File: config.mk
export PLATFORM = sky130hd
export DESIGN_NAME = swp_guard
export DESIGN_NICKNAME = d
export VERILOG_FILES = /design/src/rtl/swp_pkg.sv /design/src/rtl/swp_cmd_match.sv /design/src/rtl/swp_load_window.sv /design/src/rtl/swp_guard.sv
export SDC_FILE = /design/constraint.sdc
export NUM_CORES = 1
export LEC_CHECK = 0
export CAP_MARGIN = 15
export CORE_MARGIN = 5
export CORE_UTILIZATION = 30
export CTS_CLUSTER_SIZE = 10
export DETAILED_ROUTE_END_ITERATION = 12
export PLACE_DENSITY_LB_ADDON = 0.12
export SLEW_MARGIN = 20
export SYNTH_ARGS = -nofsm -noshare
export SYNTH_HDL_FRONTEND = slang
export SYNTH_SLANG_ARGS = --single-unit
File: constraint.sdc
create_clock -name clk -period 1.9 [get_ports clk]
set_input_delay 0.38 -clock clk [delete_from_list [all_inputs] [get_ports clk]]
set_output_delay 0.38 -clock clk [all_outputs]
set_load 0.02 [all_outputs]
File: src/rtl/swp_pkg.sv
package swp_pkg;

    // Command addresses are decoded on this many low address bits.
    localparam int CMP_W = 15;

    // Recognised command steps; the order matches the pattern table index.
    typedef enum logic [2:0] {
        TOK_AA   = 3'd0,
        TOK_55   = 3'd1,
        TOK_A0   = 3'd2,
        TOK_80   = 3'd3,
        TOK_20   = 3'd4,
        TOK_NONE = 3'd5
    } tok_e;

    typedef enum logic [2:0] {
        ST_IDLE = 3'd0,
        ST_K1   = 3'd1,
        ST_K2   = 3'd2,
        ST_ARM  = 3'd3,
        ST_D3   = 3'd4,
        ST_D4   = 3'd5,
        ST_D5   = 3'd6,
        ST_WIN  = 3'd7
    } st_e;

endpackage

File: src/rtl/swp_cmd_match.sv
module swp_cmd_match
    import swp_pkg::*;
#(
    parameter int DATA_W = 8
) (
    input  logic [CMP_W-1:0]  addr,
    input  logic [DATA_W-1:0] data,
    output tok_e              tok
);
    localparam int NPAT = 5;
    localparam logic [CMP_W-1:0]  PAT_A [NPAT] = '{15'h5555, 15'h2AAA, 15'h5555, 15'h5555, 15'h5555};
    localparam logic [DATA_W-1:0] PAT_D [NPAT] = '{DATA_W'(8'hAA), DATA_W'(8'h55), DATA_W'(8'hA0),
                                                   DATA_W'(8'h80), DATA_W'(8'h20)};

    logic [NPAT-1:0] hit;

    for (genvar g = 0; g < NPAT; g++) begin : g_pat
        assign hit[g] = (addr == PAT_A[g]) && (data == PAT_D[g]);
    end

    always_comb begin
        tok = TOK_NONE;
        for (int i = NPAT - 1; i >= 0; i--) begin
            if (hit[i]) tok = tok_e'(i);
        end
    end

endmodule

File: src/rtl/swp_load_window.sv
module swp_load_window #(
    parameter int WIN_CYC = 16
) (
    input  logic clk,
    input  logic rst_n,
    input  logic load,
    input  logic tick,
    output logic expire
);
    localparam int CNT_W = $clog2(WIN_CYC + 1);
    localparam logic [CNT_W-1:0] CNT_MAX = CNT_W'(WIN_CYC);

    logic [CNT_W-1:0] cnt_d, cnt_q;

    always_comb begin
        cnt_d = cnt_q;
        if (load) begin
            cnt_d = CNT_MAX;
        end else if (tick && cnt_q != '0) begin
            cnt_d = cnt_q - 1'b1;
        end
    end

    always_ff @(posedge clk or negedge rst_n) begin
        if (!rst_n) cnt_q <= '0;
        else        cnt_q <= cnt_d;
    end

    assign expire = (cnt_q <= CNT_W'(1));

    p_cnt_range_r7: assert property (@(posedge clk) disable iff (!rst_n)
        cnt_q <= CNT_MAX)
        else $error("window counter above limit");

    p_reload_r7: assert property (@(posedge clk) disable iff (!rst_n)
        load |=> cnt_q == CNT_MAX)
        else $error("window not reloaded");

endmodule

File: src/rtl/swp_guard.sv
module swp_guard
    import swp_pkg::*;
#(
    parameter int ADDR_W  = 16,
    parameter int DATA_W  = 8,
    parameter int WIN_CYC = 16
) (
    input  logic              clk,
    input  logic              rst_n,
    input  logic              wr_valid,
    input  logic [ADDR_W-1:0] wr_addr,
    input  logic [DATA_W-1:0] wr_data,
    output logic              prog_we,
    output logic [ADDR_W-1:0] prog_addr,
    output logic [DATA_W-1:0] prog_data,
    output logic              prot_on
);
    typedef struct packed {
        st_e               st;
        logic              prot;
        logic              we;
        logic [ADDR_W-1:0] addr;
        logic [DATA_W-1:0] data;
    } reg_t;

    reg_t d, q;
    tok_e tok;
    logic load, tick, expire, pass, abort;

    swp_cmd_match #(.DATA_W(DATA_W)) match_i (
        .addr (wr_addr[CMP_W-1:0]),
        .data (wr_data),
        .tok  (tok)
    );

    swp_load_window #(.WIN_CYC(WIN_CYC)) win_i (
        .clk    (clk),
        .rst_n  (rst_n),
        .load   (load),
        .tick   (tick),
        .expire (expire)
    );

    always_comb begin
        d     = q;
        d.we  = 1'b0;
        load  = 1'b0;
        tick  = 1'b0;
        pass  = 1'b0;
        abort = 1'b0;
        if (wr_valid) begin
            case (q.st)
                ST_IDLE: begin
                    if (tok == TOK_AA) d.st = ST_K1;
                    else               pass = !q.prot;
                end
                ST_K1: begin
                    if (tok == TOK_55) d.st = ST_K2;
                    else               abort = 1'b1;
                end
                ST_K2: begin
                    if (tok == TOK_A0)      d.st = ST_ARM;
                    else if (tok == TOK_80) d.st = ST_D3;
                    else                    abort = 1'b1;
                end
                ST_ARM: begin
                    pass   = 1'b1;
                    load   = 1'b1;
                    d.prot = 1'b1;
                    d.st   = ST_WIN;
                end
                ST_D3: begin
                    if (tok == TOK_AA) d.st = ST_D4;
                    else               abort = 1'b1;
                end
                ST_D4: begin
                    if (tok == TOK_55) d.st = ST_D5;
                    else               abort = 1'b1;
                end
                ST_D5: begin
                    if (tok == TOK_20) begin
                        d.prot = 1'b0;
                        d.st   = ST_IDLE;
                    end else begin
                        abort = 1'b1;
                    end
                end
                ST_WIN: begin
                    pass = 1'b1;
                    load = 1'b1;
                end
                default: abort = 1'b1;
            endcase
            if (abort) begin
                d.st = ST_IDLE;
                pass = !q.prot;
            end
        end else if (q.st == ST_WIN) begin
            tick = 1'b1;
            if (expire) d.st = ST_IDLE;
        end
        if (pass) begin
            d.we   = 1'b1;
            d.addr = wr_addr;
            d.data = wr_data;
        end
    end

    always_ff @(posedge clk or negedge rst_n) begin
        if (!rst_n) begin
            q <= '{st: ST_IDLE, prot: 1'b0, we: 1'b0, addr: '0, data: '0};
        end else begin
            q <= d;
        end
    end

    assign prog_we   = q.we;
    assign prog_addr = q.addr;
    assign prog_data = q.data;
    assign prot_on   = q.prot;

    p_we_needs_write_r2: assert property (@(posedge clk) disable iff (!rst_n)
        prog_we |-> $past(wr_valid))
        else $error("enable without a write");

    p_fwd_copy_r2: assert property (@(posedge clk) disable iff (!rst_n)
        prog_we |-> (prog_addr == $past(wr_addr)) && (prog_data == $past(wr_data)))
        else $error("forwarded write differs from input");

    p_cmd_dropped_r3: assert property (@(posedge clk) disable iff (!rst_n)
        (wr_valid && q.st == ST_K2 && (tok == TOK_A0 || tok == TOK_80)) |=> !prog_we)
        else $error("command step forwarded");

    p_lock_r5: assert property (@(posedge clk) disable iff (!rst_n)
        (wr_valid && q.prot && q.st == ST_IDLE && tok == TOK_NONE) |=> !prog_we)
        else $error("unprefixed write passed while protected");

    p_prot_set_r11: assert property (@(posedge clk) disable iff (!rst_n)
        $rose(prot_on) |-> $past(wr_valid && q.st == ST_ARM))
        else $error("protection set outside armed write");

    p_prot_clr_r8: assert property (@(posedge clk) disable iff (!rst_n)
        $fell(prot_on) |-> $past(wr_valid && q.st == ST_D5) && !prog_we)
        else $error("protection cleared outside disable sequence");

endmodule

==> run metrics, run 1 <==
status=finished with violations; violated checks=negative setup slack; Setup crit end kind=register; Post-synth EDFFs=0; core area=8590 um2; Simple-Gate Fraction of Synth Area=0.238; Leak=1.43 nW; die height=103 um; Worst R2R Setup Slack=0.03 ns; clk_lat worst skew=0.29 ns; PortBufs=52; count leader, synth=dfrtp_1; CP dominant cell by count=buf_12; initial core utilization=0.304; Main synth FF type=dfrtp_1; worst path arrival time=2.09 ns; fin. max-slew vios=0; drt total wl=8.60 mm; cell row count=34; Final Util=0.441; first-pass GRT wire length=13.6 mm; remaining global-route overflow=0; internal cell power=2.15 mW; Post-Synth XOR/XNOR Area=0.0101; clock power share=0.149; cells along the critical path=dlygate4sd2_1, and4b_1, and4_4, a31oi_4, a211oi_4, and2_4, buf_12, buf_12, o311ai_4; post-synthesis cell type count=41; IR drop worst, VDD=0.414 mV; largest net degree at the start of global routing=76; Final Total Pwr=3.90 mW; DRT Pass-1 Iters=4; Clock Path Buffers=2; layout cell share with drive strength beyond 1=0.312; Slew headroom=0.674; final hold vios=0; PwrDens=1030 nW/um2; Max Cap Viol=0; Syn Inst Count=309; total track usage=0.161; die width=103 um; mux share of post-synthesis cell area=0.00575; worst slack, placed=-0.650 ns; TritonCTS clock tree=yes; Area growth syn-to-layout=45.1%; Tightest Hold Check Type=input pin to register; WL/cell=18.2 um; top-area cell type share of the netlist area=0.326; final net count=393; CP max stage delay=0.26 ns; fin crit period=1.93 ns; setup TNS=-0.197 ns; ANT cells=0; sw frac=0.450; worst-path maximum fanout=7; total CTS buffers=5; GPL Wtd Cong=0.808; Worst Tran Pin Value=0.489 ns; Psw=1.76 mW; Syn Area/Cell=8.45 um2; initial antenna violation count=0; Crit path required time=2.06 ns; vias per std cell=5.56; Final Setup Violations=14; main combinational cell family by area after synthesis=compound AO/OA/AOI/OAI gates; register area share after synthesis=0.326; DRC=0; RSZ-0062 raised after global routing=true; final worst path period share=1.02; number of fill cells=862; final worst-path setup slack=-0.0314 ns; synth cell count leaders=dfrtp_1 (34), nand2_1 (32), o21ai_0 (29); syn_nets=338; Synth async-reset ratio=1.00; root buffer cell=clkbuf_8; TritonCTS sink count=34; DR vias=2629; largest cells by area after synthesis=dfrtp_1 (33%), o311ai_2 (12%), buf_4 (7.2%), nand4_1 (6.5%), o21ai_0 (5.6%); final non-filler cell total=473; Max Clock Skew=0.00567 ns; fraction of the mapped netlist area in compound gates=0.286; Final ANT Viol Nets=0; Fmax=518 MHz; vias in the first global route=2739; placed cells=458; Iter 0 DRT Violations=98; Worst setup SP type=input pin; #FFs+latches synth=34; clock slew at reported path FFs=0.08 ns; CTS HTree Levels=2; cell area after synthesis=2610 um2; Sequential Power Share=0.235; Synth warnings=0; combinational share of power=0.616; Synth Area in Adders=0.00958; area leader, netlist=dfrtp_1; IO Pins=53; die footprint=10700 um2; Post-DP HPWL=5.26 mm; Crit Path Category=input pin to register; Worst path slowest cell=and4b_1
==> registers in the layout, indices dropped and copies added, names as in the netlist <==
| name | cells |
|---|---|
| prog_addr | 16 |
| prog_data | 8 |
| prog_we | 1 |
| prot_on | 1 |
| q | 3 |
| win_i.cnt_q | 5 |
==> critical path, delay by kind of cell <==
kind / cells / cell delay, ns
buffers and inverters: 3 / 0.52
and+or+nand+nor: 3 / 0.74
AOI/OAI and AO/OA: 3 / 0.44
==> layout make-up <==
type | count | area, um2 | area share
flip-flops and latches | 34 | 852 | 0.225
well taps | 108 | 135 | 0.0357
repair buffers | 98 | 912 | 0.241
clock inverters | 1 | 5.00 | 0.00132
multi-input cells | 218 | 1770 | 0.468
inverters | 7 | 26.3 | 0.00693
clock buffers | 7 | 86.3 | 0.0228
==> layout by cell type, fill, tap and decap left out, types with 2 or more instances in the layout <==
master / instances
and3_4: 2
clkdlybuf4s15_1: 2
o311ai_4: 18
clkbuf_2: 13
nand2_1: 31
buf_4: 32
nand3_1: 26
o21ai_0: 28
a21oi_1: 28
ha_1: 2
o22ai_1: 2
inv_1: 5
buf_6: 4
nor4bb_4: 2
buf_12: 7
xnor2_1: 3
and4b_1: 2
dfrtp_1: 33
buf_8: 3
buf_2: 6
a31oi_1: 6
o311ai_2: 5
nor3_4: 2
nand4_1: 27
clkdlybuf4s50_1: 29
nor2_1: 13
clkbuf_8: 6
==> power by group through the flow <==
stage	sequential, mW	combinational, mW	clock [mW]
2_1_floorplan	0.916	1.17	0
3_3_place_gp	0.930	1.73	0
3_5_place_dp	0.930	1.75	0
4_1_cts	0.918	2.32	0.611
5_1_grt	0.935	2.59	0.636
6_report	0.917	2.40	0.584
==> through the flow <==
| stage | hold WS [ns] | area, um2 |
|---|---|---|
| 5_1_grt | 0.449 | 3790 |
| 6_report | 0.428 | 3790 |
| 2_1_floorplan | 0.0844 | 2610 |
| 3_5_place_dp | 0.539 | 3330 |
| 4_1_cts | 0.420 | 3730 |
| 3_3_place_gp | 0.532 | 3330 |
==> timing repair <==
action | in CTS | in global routing
gates resized for setup | 78 | 47
endpoints found under the setup margin | 28 | 30
buffers inserted | 6 | 2
pin swaps | 20 | 29
hold buffers | 0 | 0
cloned | 2 | 0
==> path summary, 6_finish.rpt <==
kind                                       startpoint                          to  cells after the start
hold / removal                             wr_addr[5]    prog_addr[5]$_DFFE_PN0P_                      3
min in group asynchronous                       rst_n    prog_addr[0]$_DFFE_PN0P_                      2
setup reg to reg                    q[27]$_DFFE_PN0P_    prog_addr[3]$_DFFE_PN0P_                      8
hold reg to reg            win_i.cnt_q[1]$_DFFE_PN0P_  win_i.cnt_q[1]$_DFFE_PN0P_                      2
max in group asynchronous                       rst_n         prot_on$_DFFE_PN0P_                      2
setup / recovery                           wr_data[5]    prog_addr[2]$_DFFE_PN0P_                      9
==> metal layers <==
layer / wire length (um) / global-route usage
met4: 79 / 0.0418
met1: 3980 / 0.219
met2: 4150 / 0.259
met3: 397 / 0.0376
met5: 0 / 0
==> cell families (layout without fill, tap and decap cells) <==
kind of cell | count (synthesis) | in the layout
fa+ha+maj | 2 | 2
buf+inv | 57 | 113
xor+xnor | 3 | 3
simple gates | 117 | 117
flops | 34 | 34
mux | 1 | 1
compound gates | 95 | 95
No activity file was read; power rests on OpenSTA's default activity.
==> run 2, diff against run 1 <==
--- a/config.mk
+++ b/config.mk
@@ -10,8 +10,10 @@
 export CORE_UTILIZATION = 30
 export CTS_CLUSTER_SIZE = 10
 export DETAILED_ROUTE_END_ITERATION = 12
-export PLACE_DENSITY_LB_ADDON = 0.12
+export GPL_TIMING_DRIVEN = 0
+export PLACE_DENSITY_LB_ADDON = 0.3
 export SLEW_MARGIN = 20
 export SYNTH_ARGS = -nofsm -noshare
 export SYNTH_HDL_FRONTEND = slang
 export SYNTH_SLANG_ARGS = --single-unit
+export TNS_END_PERCENT = 20
==> run metrics, run 2 (synthesized netlist as in run 1, its figures left out) <==
Worst path slowest cell=clkdlybuf4s15_2; Leak=1.39 nW; ANT cells=0; die footprint=10700 um2; root buffer cell=clkbuf_8; CP max stage delay=0.25 ns; cell row count=34; final net count=409; TritonCTS sink count=34; fin. max-slew vios=0; IR drop worst, VDD=0.450 mV; worst slack, placed=-0.965 ns; GPL Wtd Cong=0.875; Multi-input gate area=1610 um2; IO Pins=53; cells along the critical path=clkdlybuf4s15_2, and3_4, mux2_4, a41oi_2, a211oi_2, and2_4, buf_12, buf_16, o311ai_4; layout cell share with drive strength beyond 1=0.293; status=finished clean; most common cell after layout, fill and taps aside=buf_4; total CTS buffers=5; PwrDens=1000 nW/um2; final hold vios=0; register area=852 um2; die height=103 um; final non-filler cell total=487; final worst-path setup slack=0.0195 ns; fin crit period=1.88 ns; Max Clock Skew=0.00504 ns; clk_lat worst skew=0.29 ns; buffers plus inverters on the worst setup path=3; total track usage=0.157; worst-path maximum fanout=5; PortBufs=51; Final Total Pwr=3.64 mW; Clock Path Buffers=2; final worst path period share=0.990; DRT Pass-1 Iters=4; Final ANT Viol Nets=0; DRC=0; clock slew at reported path FFs=0.07 ns; number of fill cells=868; Final Setup Violations=0; CTS Hold Bufs=0; Iter 0 DRT Violations=114; WL/cell=17.4 um; Area growth syn-to-layout=39.1%; Final Util=0.423; flip-flop count of the largest register after layout=16; DR vias=2742; core area=8590 um2; largest net degree at the start of global routing=20; Max Cap Viol=0; commonest non-fill, non-tap cells in the layout=buf_4 (35), dfrtp_1 (33), nand2_1 (32); vias per std cell=5.63; vias in the first global route=2637; placed cells=469; Post-DP HPWL=6.10 mm; worst path arrival time=2.07 ns; Crit Path Category=input pin to register; RSZ-0062 raised after global routing=true; Crit path required time=2.09 ns; initial antenna violation count=0; die width=103 um; Setup crit end kind=register; Worst Tran Pin Value=0.886 ns; Fmax=532 MHz; initial core utilization=0.304; drt total wl=8.47 mm; first-pass GRT wire length=13.2 mm; CTS HTree Levels=2; TritonCTS clock tree=yes; Worst setup SP type=input pin; remaining global-route overflow=0; Slew headroom=0.409; Tightest Hold Check Type=input pin to asynchronous set/reset pin; delay-heaviest family, CP=buffers and inverters
==> run 2: changes by cell type in the layout (fill, tap and decap cells not counted), moves of 3 or more <==
cell / previous run / this run
o311ai_4: 18 / 5
clkbuf_1: 1 / 13
o311ai_2: 5 / 14
buf_12: 7 / 2
dlygate4sd2_1: 1 / 5
o311ai_1: 0 / 4
buf_4: 32 / 35
==> run 2: repair_timing <==
action,4_1_cts,5_1_grt
buffers inserted,11,1
gates cloned,1,0
pin swaps,12,18
resized for setup,76,39
endpoints found under the setup margin,29,30
==> run 2: layer usage <==
layer,vias up,part of all wire,track usage
li1,1293,-,-
met5,-,0,0
met4,0,0.016,0.0458
met3,13,0.074,0.0322
met2,106,0.48,0.258
met1,1330,0.43,0.208
==> run 2: layout make-up <==
class	count	share of cell area
Multi-Input combinational cell	218	0.442
Sequential cell	34	0.235
Timing Repair Buffer	65	0.165
Buffer	49	0.0909
Tap cell	108	0.0372
Clock buffer	6	0.0227
Inverter	7	0.00792
==> run 2: report_power, final <==
group | switching (mW) | leakage, nW | internal, mW | total, mW
Clock | 0.266 | 0.0431 | 0.280 | 0.546
Combinational | 1.17 | 1.02 | 0.992 | 2.16
Sequential | 0.105 | 0.332 | 0.826 | 0.932
Total | 1.54 | 1.39 | 2.10 | 3.64
==> run 2: final timing paths <==
path | startpoint | end | slack [ns] | depth (start not counted)
max | wr_data[7] | prog_data[4]$_DFFE_PN0P_ | 0.02 | 9
max in group asynchronous | rst_n | q[27]$_DFFE_PN0P_ | 1.41 | 2
min reg2reg | win_i.cnt_q[4]$_DFFE_PN0P_ | win_i.cnt_q[4]$_DFFE_PN0P_ | 0.54 | 2
min in group clk | wr_addr[3] | prog_addr[3]$_DFFE_PN0P_ | 0.42 | 3
max reg2reg | q[27]$_DFFE_PN0P_ | prog_data[4]$_DFFE_PN0P_ | 0.02 | 8
min | rst_n | prog_addr[4]$_DFFE_PN0P_ | 0.03 | 1
==> run 2: stage by stage <==
step / hold slack (ns) / TNS, ns / area (um2)
after floorplan: 0.0844 / 0 / 2610
final: 0.0272 / 0 / 3630
after detailed placement: 0.345 / -23.83 / 3280
after global routing: 0.0503 / -0.126 / 3630
after global placement: 0.522 / -38.54 / 3260
after CTS: 0.0344 / 0 / 3580
==> run 3, diff against run 2 <==
--- a/config.mk
+++ b/config.mk
@@ -5,7 +5,6 @@
 export SDC_FILE = /design/constraint.sdc
 export NUM_CORES = 1
 export LEC_CHECK = 0
-export CAP_MARGIN = 15
 export CORE_MARGIN = 5
 export CORE_UTILIZATION = 30
 export CTS_CLUSTER_SIZE = 10
==> results of run 3 <==
No change in the layout: final DEF, timing and power equal those of run 2.
